--- src/rtl/dip_pkg.sv ---
package dip_pkg;
  localparam int CLS_W  = 3;
  localparam int REG_W  = 5;
  localparam int INS_W  = CLS_W + 3 * REG_W;
  localparam int PIPE_W = 3;

  typedef enum logic [CLS_W-1:0] {
    CL_NOP   = 3'd0,
    CL_ALU   = 3'd1,
    CL_LDST  = 3'd2,
    CL_BRN   = 3'd3,
    CL_FPU   = 3'd4,
    CL_CMOV  = 3'd5,
    CL_MEDIA = 3'd6,
    CL_SOLO  = 3'd7
  } cls_e;

  typedef enum logic [PIPE_W-1:0] {
    PP_NONE = 3'd0,
    PP_INT0 = 3'd1,
    PP_INT1 = 3'd2,
    PP_LDST = 3'd3,
    PP_BRN  = 3'd4,
    PP_FPU  = 3'd5,
    PP_CMOV = 3'd6,
    PP_BOTH = 3'd7
  } pipe_e;

  typedef struct packed {
    cls_e             cls;
    logic [REG_W-1:0] dst;
    logic [REG_W-1:0] srca;
    logic [REG_W-1:0] srcb;
  } ins_t;

  function automatic logic is_int(cls_e c);
    return (c == CL_NOP) || (c == CL_ALU);
  endfunction

  function automatic pipe_e home_pipe(cls_e c);
    case (c)
      CL_LDST:  return PP_LDST;
      CL_BRN:   return PP_BRN;
      CL_FPU:   return PP_FPU;
      CL_CMOV:  return PP_CMOV;
      CL_MEDIA: return PP_BOTH;
      default:  return PP_INT0;
    endcase
  endfunction
endpackage

--- src/rtl/dip_fetch.sv ---
module dip_fetch
  import dip_pkg::*;
#(
  parameter int AW = 16
) (
  input  logic            clk,
  input  logic            rst_n,
  input  logic            start,
  input  logic [AW-1:2]   start_word,
  input  logic            room,
  output logic            fetch_req,
  input  logic            fetch_gnt,
  output logic [AW-1:0]   fetch_addr,
  input  logic [INS_W-1:0] fetch_lo,
  input  logic [INS_W-1:0] fetch_hi,
  output logic [1:0]      push_n,
  output ins_t            push_d0,
  output ins_t            push_d1,
  output logic [AW-1:0]   push_pc0,
  output logic [AW-1:0]   push_pc1
);
  localparam int PIW = AW - 3;

  logic           active;
  logic           skip_lo;
  logic [PIW-1:0] pair_idx;
  logic           take;

  assign fetch_addr = {pair_idx, 3'b000};
  assign fetch_req  = active && room && !start;
  assign take       = fetch_req && fetch_gnt;

  always_ff @(posedge clk or negedge rst_n) begin
    if (!rst_n) begin
      active   <= 1'b0;
      skip_lo  <= 1'b0;
      pair_idx <= '0;
    end else if (start) begin
      active   <= 1'b1;
      pair_idx <= start_word[AW-1:3];
      skip_lo  <= start_word[2];
    end else if (take) begin
      pair_idx <= pair_idx + PIW'(1);
      skip_lo  <= 1'b0;
    end
  end

  always_comb begin
    push_n   = 2'd0;
    push_d0  = ins_t'(fetch_lo);
    push_d1  = ins_t'(fetch_hi);
    push_pc0 = {pair_idx, 3'b000};
    push_pc1 = {pair_idx, 3'b100};
    if (take) begin
      if (skip_lo) begin
        push_n   = 2'd1;
        push_d0  = ins_t'(fetch_hi);
        push_pc0 = {pair_idx, 3'b100};
      end else begin
        push_n = 2'd2;
      end
    end
  end

  a_r2_pair_step: assert property (@(posedge clk) disable iff (!rst_n)
    (fetch_req && fetch_gnt && !start) |=> (fetch_addr == $past(fetch_addr) + AW'(8)));

  a_r11_req_held: assert property (@(posedge clk) disable iff (!rst_n)
    (fetch_req && !fetch_gnt && !start) |=> (fetch_req && $stable(fetch_addr)));
endmodule

--- src/rtl/dip_queue.sv ---
module dip_queue
  import dip_pkg::*;
#(
  parameter int AW    = 16,
  parameter int DEPTH = 4
) (
  input  logic                      clk,
  input  logic                      rst_n,
  input  logic                      flush,
  input  logic [1:0]                push_n,
  input  ins_t                      push_d0,
  input  ins_t                      push_d1,
  input  logic [AW-1:0]             push_pc0,
  input  logic [AW-1:0]             push_pc1,
  input  logic [1:0]                pop_n,
  output ins_t                      head0,
  output ins_t                      head1,
  output logic [AW-1:0]             head_pc,
  output logic [$clog2(DEPTH):0]    count
);
  localparam int PW = $clog2(DEPTH);
  localparam int CW = PW + 1;

  ins_t          ins_mem [DEPTH];
  logic [AW-1:0] pc_mem  [DEPTH];
  logic [PW-1:0] rp, wp, wp1;

  assign wp1 = wp + PW'(1);

  always_ff @(posedge clk or negedge rst_n) begin
    if (!rst_n) begin
      rp    <= '0;
      wp    <= '0;
      count <= '0;
    end else if (flush) begin
      rp    <= '0;
      wp    <= '0;
      count <= '0;
    end else begin
      rp    <= rp + PW'(pop_n);
      wp    <= wp + PW'(push_n);
      count <= count + CW'(push_n) - CW'(pop_n);
    end
  end

  always_ff @(posedge clk) begin
    if (!flush && push_n != 2'd0) begin
      ins_mem[wp] <= push_d0;
      pc_mem[wp]  <= push_pc0;
    end
    if (!flush && push_n == 2'd2) begin
      ins_mem[wp1] <= push_d1;
      pc_mem[wp1]  <= push_pc1;
    end
  end

  assign head0   = ins_mem[rp];
  assign head1   = ins_mem[rp + PW'(1)];
  assign head_pc = pc_mem[rp];

  a_r11_no_overflow: assert property (@(posedge clk) disable iff (!rst_n)
    !flush |-> (int'(count) + int'(push_n) - int'(pop_n) <= DEPTH));

  a_r11_no_underflow: assert property (@(posedge clk) disable iff (!rst_n)
    !flush |-> (int'(pop_n) <= int'(count)));
endmodule

--- src/rtl/dip_pair.sv ---
module dip_pair
  import dip_pkg::*;
(
  input  logic  clk,
  input  logic  rst_n,
  input  logic  v0,
  input  logic  v1,
  input  ins_t  i0,
  input  ins_t  i1,
  output logic  dual,
  output pipe_e p0,
  output pipe_e p1
);
  function automatic logic [1:0] int_need(cls_e c);
    if (is_int(c))         return 2'd1;
    else if (c == CL_MEDIA) return 2'd2;
    else                   return 2'd0;
  endfunction

  logic [2:0] int_sum;
  logic       dep, clash, excl;
  logic       cop0, cop1;

  always_comb begin
    int_sum = {1'b0, int_need(i0.cls)} + {1'b0, int_need(i1.cls)};
    cop0    = (i0.cls == CL_FPU) || (i0.cls == CL_CMOV);
    cop1    = (i1.cls == CL_FPU) || (i1.cls == CL_CMOV);
    dep     = (i0.dst != '0) && ((i0.dst == i1.srca) || (i0.dst == i1.srcb));
    clash   = (int_sum > 3'd2)
            || ((i0.cls == CL_LDST) && (i1.cls == CL_LDST))
            || ((i0.cls == CL_BRN)  && (i1.cls == CL_BRN))
            || (cop0 && cop1);
    excl    = (i0.cls == CL_SOLO) || (i1.cls == CL_SOLO)
            || ((i0.cls == CL_FPU)   && (i1.cls == CL_MEDIA))
            || ((i0.cls == CL_MEDIA) && (i1.cls == CL_FPU));
    dual    = v0 && v1 && !dep && !clash && !excl;
    p0      = v0 ? home_pipe(i0.cls) : PP_NONE;
    if (!dual)
      p1 = PP_NONE;
    else if (is_int(i1.cls))
      p1 = is_int(i0.cls) ? PP_INT1 : PP_INT0;
    else
      p1 = home_pipe(i1.cls);
  end

  a_r3_distinct_pipes: assert property (@(posedge clk) disable iff (!rst_n)
    dual |-> (p0 != p1));

  a_r4_single_fpu: assert property (@(posedge clk) disable iff (!rst_n)
    dual |-> !((p0 == PP_FPU) && (p1 == PP_FPU)));

  a_r5_media_partner: assert property (@(posedge clk) disable iff (!rst_n)
    (dual && (p0 == PP_BOTH)) |->
      ((p1 == PP_LDST) || (p1 == PP_BRN) || (p1 == PP_CMOV)));
endmodule

--- src/rtl/dual_issue_pairer.sv ---
module dual_issue_pairer
  import dip_pkg::*;
#(
  parameter int AW    = 16,
  parameter int DEPTH = 4
) (
  input  logic              clk,
  input  logic              rst_n,
  input  logic              start,
  input  logic [AW-1:2]     start_addr,
  output logic              fetch_req,
  input  logic              fetch_gnt,
  output logic [AW-1:0]     fetch_addr,
  input  logic [17:0]       fetch_lo,
  input  logic [17:0]       fetch_hi,
  output logic              iss_valid,
  input  logic              iss_ready,
  output logic              iss_dual,
  output logic [AW-1:0]     iss_pc,
  output logic [2:0]        iss_pipe0,
  output logic [2:0]        iss_pipe1
);
  localparam int CW = $clog2(DEPTH) + 1;

  logic [1:0]    push_n, pop_n;
  ins_t          push_d0, push_d1, head0, head1;
  logic [AW-1:0] push_pc0, push_pc1, head_pc;
  logic [CW-1:0] count;
  logic          room, hv0, hv1, load;
  logic          pr_dual;
  pipe_e         pr_p0, pr_p1;

  assign room = count <= CW'(DEPTH - 2);
  assign hv0  = count >= CW'(1);
  assign hv1  = count >= CW'(2);
  assign load = (!iss_valid || iss_ready) && !start;

  always_comb begin
    pop_n = 2'd0;
    if (load && hv0) pop_n = pr_dual ? 2'd2 : 2'd1;
  end

  dip_fetch #(.AW(AW)) u_fetch (
    .clk(clk), .rst_n(rst_n), .start(start), .start_word(start_addr),
    .room(room), .fetch_req(fetch_req), .fetch_gnt(fetch_gnt),
    .fetch_addr(fetch_addr), .fetch_lo(fetch_lo), .fetch_hi(fetch_hi),
    .push_n(push_n), .push_d0(push_d0), .push_d1(push_d1),
    .push_pc0(push_pc0), .push_pc1(push_pc1)
  );

  dip_queue #(.AW(AW), .DEPTH(DEPTH)) u_queue (
    .clk(clk), .rst_n(rst_n), .flush(start),
    .push_n(push_n), .push_d0(push_d0), .push_d1(push_d1),
    .push_pc0(push_pc0), .push_pc1(push_pc1),
    .pop_n(pop_n), .head0(head0), .head1(head1), .head_pc(head_pc),
    .count(count)
  );

  dip_pair u_pair (
    .clk(clk), .rst_n(rst_n), .v0(hv0), .v1(hv1), .i0(head0), .i1(head1),
    .dual(pr_dual), .p0(pr_p0), .p1(pr_p1)
  );

  always_ff @(posedge clk or negedge rst_n) begin
    if (!rst_n) begin
      iss_valid <= 1'b0;
      iss_dual  <= 1'b0;
      iss_pc    <= '0;
      iss_pipe0 <= '0;
      iss_pipe1 <= '0;
    end else if (start) begin
      iss_valid <= 1'b0;
    end else if (load) begin
      iss_valid <= hv0;
      iss_dual  <= pr_dual;
      iss_pc    <= head_pc;
      iss_pipe0 <= pr_p0;
      iss_pipe1 <= pr_p1;
    end
  end

  a_r11_group_held: assert property (@(posedge clk) disable iff (!rst_n)
    (iss_valid && !iss_ready && !start) |=>
      (iss_valid && $stable(iss_pc) && $stable(iss_dual)
       && $stable(iss_pipe0) && $stable(iss_pipe1)));

  a_r8_next_follows: assert property (@(posedge clk) disable iff (!rst_n)
    (iss_valid && iss_ready && !start) |=>
      (!iss_valid || iss_pc == $past(iss_pc) + ($past(iss_dual) ? AW'(8) : AW'(4))));

  a_r9_single_no_second: assert property (@(posedge clk) disable iff (!rst_n)
    (iss_valid && !iss_dual) |-> (iss_pipe1 == 3'd0));
endmodule

--- config.mk ---
export PLATFORM = sky130hd
export DESIGN_NAME = dual_issue_pairer
export DESIGN_NICKNAME = d
export VERILOG_FILES = /design/src/rtl/dip_pkg.sv /design/src/rtl/dip_fetch.sv /design/src/rtl/dip_queue.sv /design/src/rtl/dip_pair.sv /design/src/rtl/dual_issue_pairer.sv
export SDC_FILE = /design/constraint.sdc
export NUM_CORES = 1
export LEC_CHECK = 0
export BUFFER_PORTS_ARGS = -buffer_cell sky130_fd_sc_hd__buf_2
export CORE_MARGIN = 2
export CORE_UTILIZATION = 35
export CTS_BUF_LIST = sky130_fd_sc_hd__clkbuf_2
export DETAILED_ROUTE_END_ITERATION = 16
export PLACE_DENSITY = 0.61
export SLEW_MARGIN = 20
export SYNTH_ARGS = -nofsm -noshare
export SYNTH_HDL_FRONTEND = slang
export SYNTH_SLANG_ARGS = --single-unit
export TNS_END_PERCENT = 1
--- constraint.sdc ---
create_clock -name clk -period 7.05 [get_ports clk]
set_input_delay 0.3525 -clock clk [delete_from_list [all_inputs] [get_ports clk]]
set_output_delay 0.3525 -clock clk [all_outputs]
set_load 0.1 [all_outputs]
# Word-level counts from Yosys, hierarchy flattened
# Memories as Yosys holds them, arrays and structs flattened. A register that Yosys moved wholly into a read port is not among the register bits.
# Index checks and enable logic that the tools add are counted.
dict set report classes {
  add_sub_neg 8
  n_lt_le_gt_ge 4
  n_eq_ne 17
  n_mux 31
  bitwise 1
  n_reduce_logical 42
}
# cell count
set op_table {}
lappend op_table {{2-to-1 mux 18 bit} 2}
lappend op_table {{case mux 3 bit (5 select lines)} 2}
lappend op_table {{2-to-1 mux 13 bit} 2}
lappend op_table {{equality test 3 bit (second input constant)} 8}
lappend op_table {{2-to-1 mux 2 bit} 11}
lappend op_table {{2-to-1 mux 3 bit} 6}
lappend op_table {{logical AND 1 bit} 17}
lappend op_table {{adder 13 x 1 -> 13 bit (second input constant)} 1}
lappend op_table {{equality test 3 x 2 -> 1 bit (second input constant)} 4}
lappend op_table {{logical OR 1 bit} 12}
lappend op_table {{equality test 5 bit} 2}
lappend op_table {{2-to-1 mux 1 bit} 8}
lappend op_table {{equality test 3 x 1 -> 1 bit (second input constant)} 2}
lappend op_table {{zero test 1 bit} 6}
lappend op_table {{zero test 3 bit} 2}
lappend op_table {{nonzero test 2 bit} 3}
lappend op_table {{nonzero test 5 bit} 1}
lappend op_table {{adder 2 x 1 -> 2 bit (second input constant)} 2}
lappend op_table {{adder 2 bit} 2}
lappend op_table {{adder 2 x 2 -> 3 bit} 1}
lappend op_table {{adder 3 x 2 -> 3 bit} 1}
lappend op_table {{>= comparator 3 x 1 -> 1 bit (second input constant)} 1}
lappend op_table {{>= comparator 3 x 2 -> 1 bit (second input constant)} 1}
lappend op_table {{greater-than comparator 3 x 2 -> 1 bit (second input constant)} 1}
lappend op_table {{other kinds (5)} 5}
dict set report word_totals {
  ff_bits 30
  ram_bits 136
  in_bits 55
  elab_cells 115
  n_memories 2
}
# name depth width read_ports rd_ports_with_merged_regs write_ports line
set mem_list {}
lappend mem_list {u_queue.ins_mem 4 18 2 0 2 dip_queue.sv:24} ;# ins_t ins_mem [DEPTH];
lappend mem_list {u_queue.pc_mem 4 16 1 1 2 dip_queue.sv:25} ;# logic [AW-1:0] pc_mem [DEPTH];

# Longest topological paths before layout
# Gate-level depths: netlist of run 1.
# An unclocked memory read counts as a cell.
dict set report depth {
  word_depth 17
  mapped_depth 18
  ltp_nobuf 16
}

# Cells and area by module
# Synthesis of run 1 repeated with hierarchy kept, for this count alone.
dict set report hier_totals {
  cells_unflattened 683
  area_unflattened_um2 10433.8
}
# mod n_inst cells_per_inst area_each_um2 seq_area_each_um2
set modules_own_cells {}
lappend modules_own_cells {dip_queue 1 400 7453.4 4259.1}
lappend modules_own_cells {dip_fetch 1 166 1483.9 375.4}
lappend modules_own_cells {dual_issue_pairer 1 59 1038.5 600.6}
lappend modules_own_cells {dip_pair 1 58 457.9 0.0}

# Worst setup path after synthesis of run 1
# No wires, ideal clock.
dict set report synth_timing {
  path_kind {reg2reg}
  from {register u_queue.rp[1]}
  to {register u_queue.count[2]}
  t_arrival_ps 4198
  t_required_ps 6918
  setup_slack_ps 2720
  stages_incl_launch_ff 14
  path_buffers 2
  synth_period_minus_slack_ps 4330
  path_cell_list {dfrtp_1 > buf_4 > buf_2 > mux4_2 > or2_2 > fa_1 > o221ai_1 > nor2_1 > nor4b_4 > fa_1 > fa_1 > xnor2_1 > xnor2_1 > nor2_1}
}
dict set report synth_via {
  elab_chain_len 17
}
# item line
set synth_lines {}
lappend synth_lines {{start, declared} dip_queue.sv:26} ;# logic [PW-1:0] rp, wp, wp1;
lappend synth_lines {{start signal, assigned} dip_queue.sv:40} ;# rp <= rp + PW'(pop_n);
lappend synth_lines {{adder 2 x 1 -> 2 bit} dip_queue.sv:58} ;# assign head1 = ins_mem[rp + PW'(1)];
lappend synth_lines {{memory (4 x 18 bit) (*)} --}
lappend synth_lines {{equality test 3 bit (tied with other cells)} {dip_pair.sv:16, dip_pair.sv:34}}
lappend synth_lines {{2-to-1 mux 2 bit or logical OR 1 bit (tied branches)} {dip_pair.sv:16, dip_pkg.sv:37}}
lappend synth_lines {{2-to-1 mux 2 bit} dip_pair.sv:15} ;# if (is_int(c)) return 2'd1;
lappend synth_lines {{adder 2 x 2 -> 3 bit} dip_pair.sv:25} ;# int_sum = {1'b0, int_need(i0.cls)} + {1'b0, int_need(i1.cls)};
lappend synth_lines {{greater-than comparator 3 x 2 -> 1 bit} dip_pair.sv:29} ;# clash = (int_sum > 3'd2)
lappend synth_lines {{logical OR 1 bit} dip_pair.sv:30} ;# || ((i0.cls == CL_LDST) && (i1.cls == CL_LDST))
lappend synth_lines {{logical OR 1 bit} dip_pair.sv:31} ;# || ((i0.cls == CL_BRN) && (i1.cls == CL_BRN))
lappend synth_lines {{logical OR 1 bit} dip_pair.sv:32} ;# || (cop0 && cop1);
lappend synth_lines {{zero test 1 bit} dip_pair.sv:36} ;# dual = v0 && v1 && !dep && !clash && !excl;
lappend synth_lines {{logical AND 1 bit} dip_pair.sv:36}
lappend synth_lines {{logical AND 1 bit (*)} dip_pair.sv:36}
lappend synth_lines {{2-to-1 mux 2 bit (*) (2 in a row)} dual_issue_pairer.sv:40} ;# if (load && hv0) pop_n = pr_dual ? 2'd2 : 2'd1;
lappend synth_lines {{subtractor 3 x 2 -> 3 bit (*)} dip_queue.sv:42} ;# count <= count + CW'(push_n) - CW'(pop_n);
lappend synth_lines {{2-to-1 mux 3 bit (*)} dip_queue.sv:35} ;# end else if (flush) begin
lappend synth_lines {{end signal, assigned} dip_queue.sv:42}
lappend synth_lines {{end, declared} dip_queue.sv:19} ;# output logic [$clog2(DEPTH):0] count
# Every way passes the cells marked *; elsewhere a longest branch is shown, timed or not.
# A chain may end at the register's enable or synchronous reset.

# Worst setup path in the final report of run 1
# Ends and elaborated chain as after synthesis.

==> flow_summary.toml, run 1 <==
[status]
outcome = "completed"

[route]
drc = 0
dr.first_iter.drc_count = 294
vias = 5367
wl_per_cell_um = 17.07
routed_wl_um = 18820
firstDrtPassIters = 4
ant_nets = 0
viasPerCell = 4.866

[floorplan]
core-area_um2 = 24180
pin_count = 96
fp-row-count = 57
dieWidth_um = 160.6
dieArea_um2 = 25800
die_h_um = 160.6
initial_core_util_pct = 35.52

[pwr]
leakage_nw = 3.901
power.switching_mw = 1.422
p_int_mw = 1.891
power_frac_comb_pct = 42.2
total_power_mw = 3.313
clkPwrFrac_pct = 16.8
powerDensity_nw_per_um2 = 323.6
sw_frac_of_total_pct = 42.93
ir_drop_mv = 0.2247
p_seq_share_pct = 41.0

[sta]
worst_slew_pin_slew_ns = 1.035
slew_viol_final = 0
fmax_mhz = 222.3
fin_ws_ns = 2.551
timing.slew.headroom_pct = 30.85
rsz0062_at_grt = "false"
setup_violations = 0
fin_crit_sh_pct = 63.81
tns_ns = 0
finalClockSkew_ns = 0.04167
fin_crit_ns = 4.499
final_hold_viol_count = 0

[clocking]
path_clk_slew_ns = 0.26
htreeDepth = 4
cts_repair_resize_count = 0
cts_buffers = 17
clk_latency_ns = 0.73
cts_tree = "yes"
clk_path_buf_depth = 2
cts_root_buffer = "clkbuf_2"
cts_sinks = 172

[setup_path]
crit_arrival_ns = 5.12
slowest_stage = "dfrtp_2"
cp_common_cell = "fa_1"
worstSetupStartpointType = "flop"
cp_top_family = "adder cells"
critPathMaxFanout = 24
cp_cell_sequence = "mux4_2 -> or3_1 -> fa_1 -> o221ai_1 -> nor2_1 -> nor4b_4 -> fa_1 -> fa_1 -> xnor2_1 -> xnor2_1 -> nor2_1"
r2r_cells = 11
cp.depth = 11
critPathRequiredTime_ns = 7.68
max_stage_delay_ns = 0.87
critPathKind = "flop to flop"
timing.critical_path.buf_inv = 0
end_kind = "flop"

[place]
gp_congestion = 0.8178
pre_cts_slack_ns = 2.478
hpwl_um = 11750
portBuffers = 90
place_inst = 1001

[synth]
synth.cell_area_um2 = 8587
async_reset_ff_share_pct = 25.58
syn_area_per_cell_um2 = 13.76
syn_inst = 624
ys_types = 50
seq_area_frac_synth_pct = 57.12
ys.flop_type = "edfxtp_1"
ys_seq_elements = 172
synth-edff-count = 124
ys_warn_count = 0

[finish]
fin_nets = 830
drive_gt1_share_pct = 32.09
final_cells = 1103
fill_cells = 2248
diodes = 0
layout_common_cells = "edfxtp_1 (124), buf_2 (89), mux2_2 (74)"
area_growth_pct = 19.23
final_common_cell = "edfxtp_1"

[run]
cap_viol_max_count = 0

[grt]
grt_pass1_wl_um = 29720
grt_max_degree = 46
grt_pass1_vias = 5336
grt_overflow = 0
antenna_found_initial = 0
grt_usage_pct = 15.00

[hold_path]
min_path_type = "input port to asynchronous set/reset pin"
## final timing paths
path,start,end,slack (ns)
worst max-delay path,u_queue.rp[1]$_DFF_PN0_,u_queue.count[2]$_DFF_PN0_,2.55
worst min-delay path,rst_n,iss_pc[12]$_DFFE_PN0P_,0.12
worst max register to register,u_queue.rp[1]$_DFF_PN0_,u_queue.count[2]$_DFF_PN0_,2.55
worst min register to register,u_queue.pc_mem[1][2]$_SDFFE_PP1P_,u_queue.pc_mem[1][2]$_SDFFE_PP1P_,0.50
max in group asynchronous,rst_n,u_queue.rp[1]$_DFF_PN0_,6.46
min in group clk,start,u_fetch.pair_idx[0]$_DFFE_PN0P_,0.13
## Yosys cell counts (5+ instances only)
master,count,area [um^2]
ha_1,6,75.07
nand3_1,9,45.04
xnor2_1,18,157.7
nand2_1,69,259.0
nor2_1,18,67.56
mux4_2,33,743.2
and2_1,54,337.8
xor2_1,7,61.31
nand2b_1,8,50.05
a221o_1,5,50.05
a21oi_1,5,25.02
mux2_2,74,833.3
o21ai_0,19,95.09
nor2b_1,5,31.28
buf_4,19,142.6
and3_1,6,37.54
edfxtp_1,124,3724
clkbuf_1,22,82.58
inv_1,12,45.04
a31oi_1,6,37.54
dfrtp_1,44,1101
## layout make-up
cell class / count / area (um^2) / area share [%]
sequential: 172 / 4907 / 47.93
multi-input combinational: 396 / 3416 / 33.36
timing repair buffer: 167 / 1206 / 11.78
tap: 324 / 405.4 / 3.959
clock inverter: 14 / 168.9 / 1.650
clock buffer: 18 / 90.09 / 0.8799
inverter: 12 / 45.04 / 0.4399
## metrics by stage
stage               utilization (%)  cell area [um^2]  hold WS, ns
finish                        42.35             10240       0.1186
global route                  42.35             10240      0.05474
CTS                           42.34             10240      0.05841
detailed placement            38.37              9276       0.4572
global placement              38.37              9276       0.4558
floorplan                         -              8602      0.05691
## state kept, by name, indices dropped and copies added (netlist names)
name,flops
u_fetch.pair_idx,13
u_queue.count,3
iss_dual,1
iss_pipe1,3
u_queue.wp,2
u_fetch.skip_lo,1
u_queue.ins_mem,72
iss_pipe0,3
u_queue.rp,2
iss_pc,14
u_fetch.active,1
u_queue.pc_mem,56
iss_valid,1
## kinds of logic after synthesis
group | Yosys count | share of synthesized area [%]
simple gates | 189 | 11.41
mux | 113 | 19.50
other cells | 1 | 0.04367
compound gates | 55 | 4.240
buf+inv | 60 | 3.570
fa+ha+maj | 9 | 1.574
xor+xnor | 25 | 2.550
flops | 172 | 57.12
## power by group through the flow
stage | Sequential (mW) | Combinational [mW] | Clock [mW]
floorplan | 1.74 | 0.760 | 0
finish | 1.36 | 1.40 | 0.555
CTS | 1.36 | 1.42 | 0.569
global route | 1.38 | 1.50 | 0.613
detailed placement | 1.39 | 1.38 | 0
global placement | 1.38 | 1.36 | 0
## repair_timing
| action | CTS | global route |
|---|---|---|
| buffers inserted | 0 | 0 |
| hold endpoints to repair | 131 | 0 |
| hold buffers | 70 | 0 |
## metal layers
layer	vias to the layer above	share of wire [%]	track usage, %
met5	-	0	0
met4	0	0.31	3.440
met3	4	5.3	3.048
met2	141	50	24.84
met1	2641	45	20.46
li1	2581	-	-
Power figures use the tool's default switching activity.
==> run 2, diff against run 1 <==
Settings changed: PLACE_DENSITY 0.61 to 0.63.
Clock period 7.05 ns to 3.9 ns, I/O delays scaled along.
==> flow_summary.toml, run 2 (synthesized netlist as in run 1, its figures left out) <==
[route]
firstDrtPassIters = 4
viasPerCell = 4.848
dr.first_iter.drc_count = 334
ant_nets = 0
vias = 5585
drc = 0
routed_wl_um = 19060
wl_per_cell_um = 16.54

[finish]
area_growth_pct = 24.87
layout_common_cells = "edfxtp_1 (124), buf_2 (90), dlygate4sd3_1 (86)"
final_util_pct = 44.35
fin_nets = 879
fill_cells = 2185
diodes = 0
regMostFlops = "u_queue.ins_mem"
drive_gt1_share_pct = 35.02
reg.largest.list = "u_queue.ins_mem: 72 flops, u_queue.pc_mem: 56 flops, iss_pc: 14 flops"
largest_reg_flops = 72
final_common_cell = "edfxtp_1"

[sta]
fmax_mhz = 262.3
setup_violations = 0
fin_crit_sh_pct = 97.74
rsz0062_at_grt = "true"
timing.slew.headroom_pct = 41.26
final_hold_viol_count = 0
fin_ws_ns = 0.08809
fin_crit_ns = 3.812
worst_slew_pin_slew_ns = 0.8811
slew_viol_final = 0
whs_ns = 0.1437
finalClockSkew_ns = 0.04998

[floorplan]
core-area_um2 = 24180
dieWidth_um = 160.6
dieArea_um2 = 25800
pin_count = 96
die_h_um = 160.6
fp-row-count = 57
initial_core_util_pct = 35.52

[clocking]
cts_sinks = 172
cts_tree = "yes"
clk_path_buf_depth = 2
cts_buffers = 17
htreeDepth = 4
path_clk_slew_ns = 0.31
clk_latency_ns = 0.76
cts_root_buffer = "clkbuf_2"

[setup_path]
r2r_cells = 13
end_kind = "flop"
reg2reg_slack_ns = 0.09
timing.rr.end = "u_queue.count[2]$_DFF_PN0_"
crit_start = "u_queue.rp[1]$_DFF_PN0_"
endpoint = "u_queue.count[2]$_DFF_PN0_"
crit_arrival_ns = 4.44
critPathRequiredTime_ns = 4.53
critPathMaxFanout = 5
reg2reg_from = "u_queue.rp[1]$_DFF_PN0_"
worstSetupStartpointType = "flop"
critPathKind = "flop to flop"

[place]
pre_cts_slack_ns = 0.02429
portBuffers = 90
gp_congestion = 0.7560
hpwl_um = 12160

[hold_path]
min_path_type = "input port to flop"
hold_start = "iss_ready"
hold_path_depth = 6

[grt]
antenna_found_initial = 0
grt_pass1_vias = 5594
grt_pass1_wl_um = 30390
grt_usage_pct = 15.26
grt_max_degree = 45
grt_overflow = 0

[pwr]
leakage_nw = 4.154
ir_drop_mv = 0.5312
total_power_mw = 6.185
powerDensity_nw_per_um2 = 576.8

[status]
outcome = "completed"

[run]
cap_viol_max_count = 0
## run 2: cell types whose count changed in the layout (fill, tap and decap cells not counted), sizes merged
cell	previous run	this run
clkinvlp	3	1
dlygate4sd3	70	86
bufinv	3	1
inv	15	22
buf	97	130
clkbuf	18	17
clkinv	5	3
## run 2: layer usage
| layer | up-vias | wire length (um) | track usage (%) |
|---|---|---|---|
| met2 | 128 | 9659 | 26.37 |
| met3 | 12 | 767 | 2.789 |
| met4 | 0 | 170 | 3.767 |
| met1 | 2771 | 8461 | 19.93 |
| li1 | 2674 | - | - |
| met5 | - | 0 | 0 |
## run 2: how the worst min path moves through the flow
stage                                  end  slack [ns]
detailed placement  iss_pc[12]$_DFFE_PN0P_        0.34
finish               iss_pc[9]$_DFFE_PN0P_        0.14
global placement    iss_pc[12]$_DFFE_PN0P_        0.33
CTS                  iss_pc[9]$_DFFE_PN0P_        0.07
floorplan             iss_dual$_DFFE_PN0P_       -0.10
global route        iss_pc[13]$_DFFE_PN0P_        0.08
## run 2: worst max-delay path: stages, from the launching register on
cell and delay [ns]:
dfrtp_2 0.45, buf_12 0.12, buf_6 0.09, mux4_2 0.54, or2_4 0.28, fa_1 0.55, o221ai_2 0.10, nor2_1 0.10
nor4b_4 0.26, fa_1 0.50, fa_2 0.43, xnor2_2 0.15, xnor2_1 0.13, nor2_1 0.06
## run 2: metrics by stage
step                      std cells  setup TNS [ns]  instance area [um^2]
after global placement         1023               0                  9485
after detailed placement       1023               0                  9485
after CTS                      1143               0                 10620
final                          1152               0                 10720
after floorplan                 628               0                  8637
after global routing           1152         -0.1031                 10720
## run 2: final cells by class
cell class	count	area, um^2	share of cell area [%]
Clock buffer	17	85.08	0.7935
Clock inverter	15	168.9	1.575
Inverter	12	45.04	0.4201
Sequential cell	172	4907	45.76
Tap cell	324	405.4	3.781
Multi-Input combinational cell	396	3442	32.10
Timing Repair Buffer	216	1669	15.57
## run 2: power breakdown
group	internal [mW]	switching [mW]
clock network	0.271	0.697
logic	1.00	1.81
registers	2.24	0.165
## run 2: timing repair
action,4_1_cts,5_1_grt
endpoints found under the setup margin,1,2
hold buffers,86,0
setup buffers,2,9
gates resized for setup,0,6
endpoints found under the hold margin,151,0
pin swaps,0,10
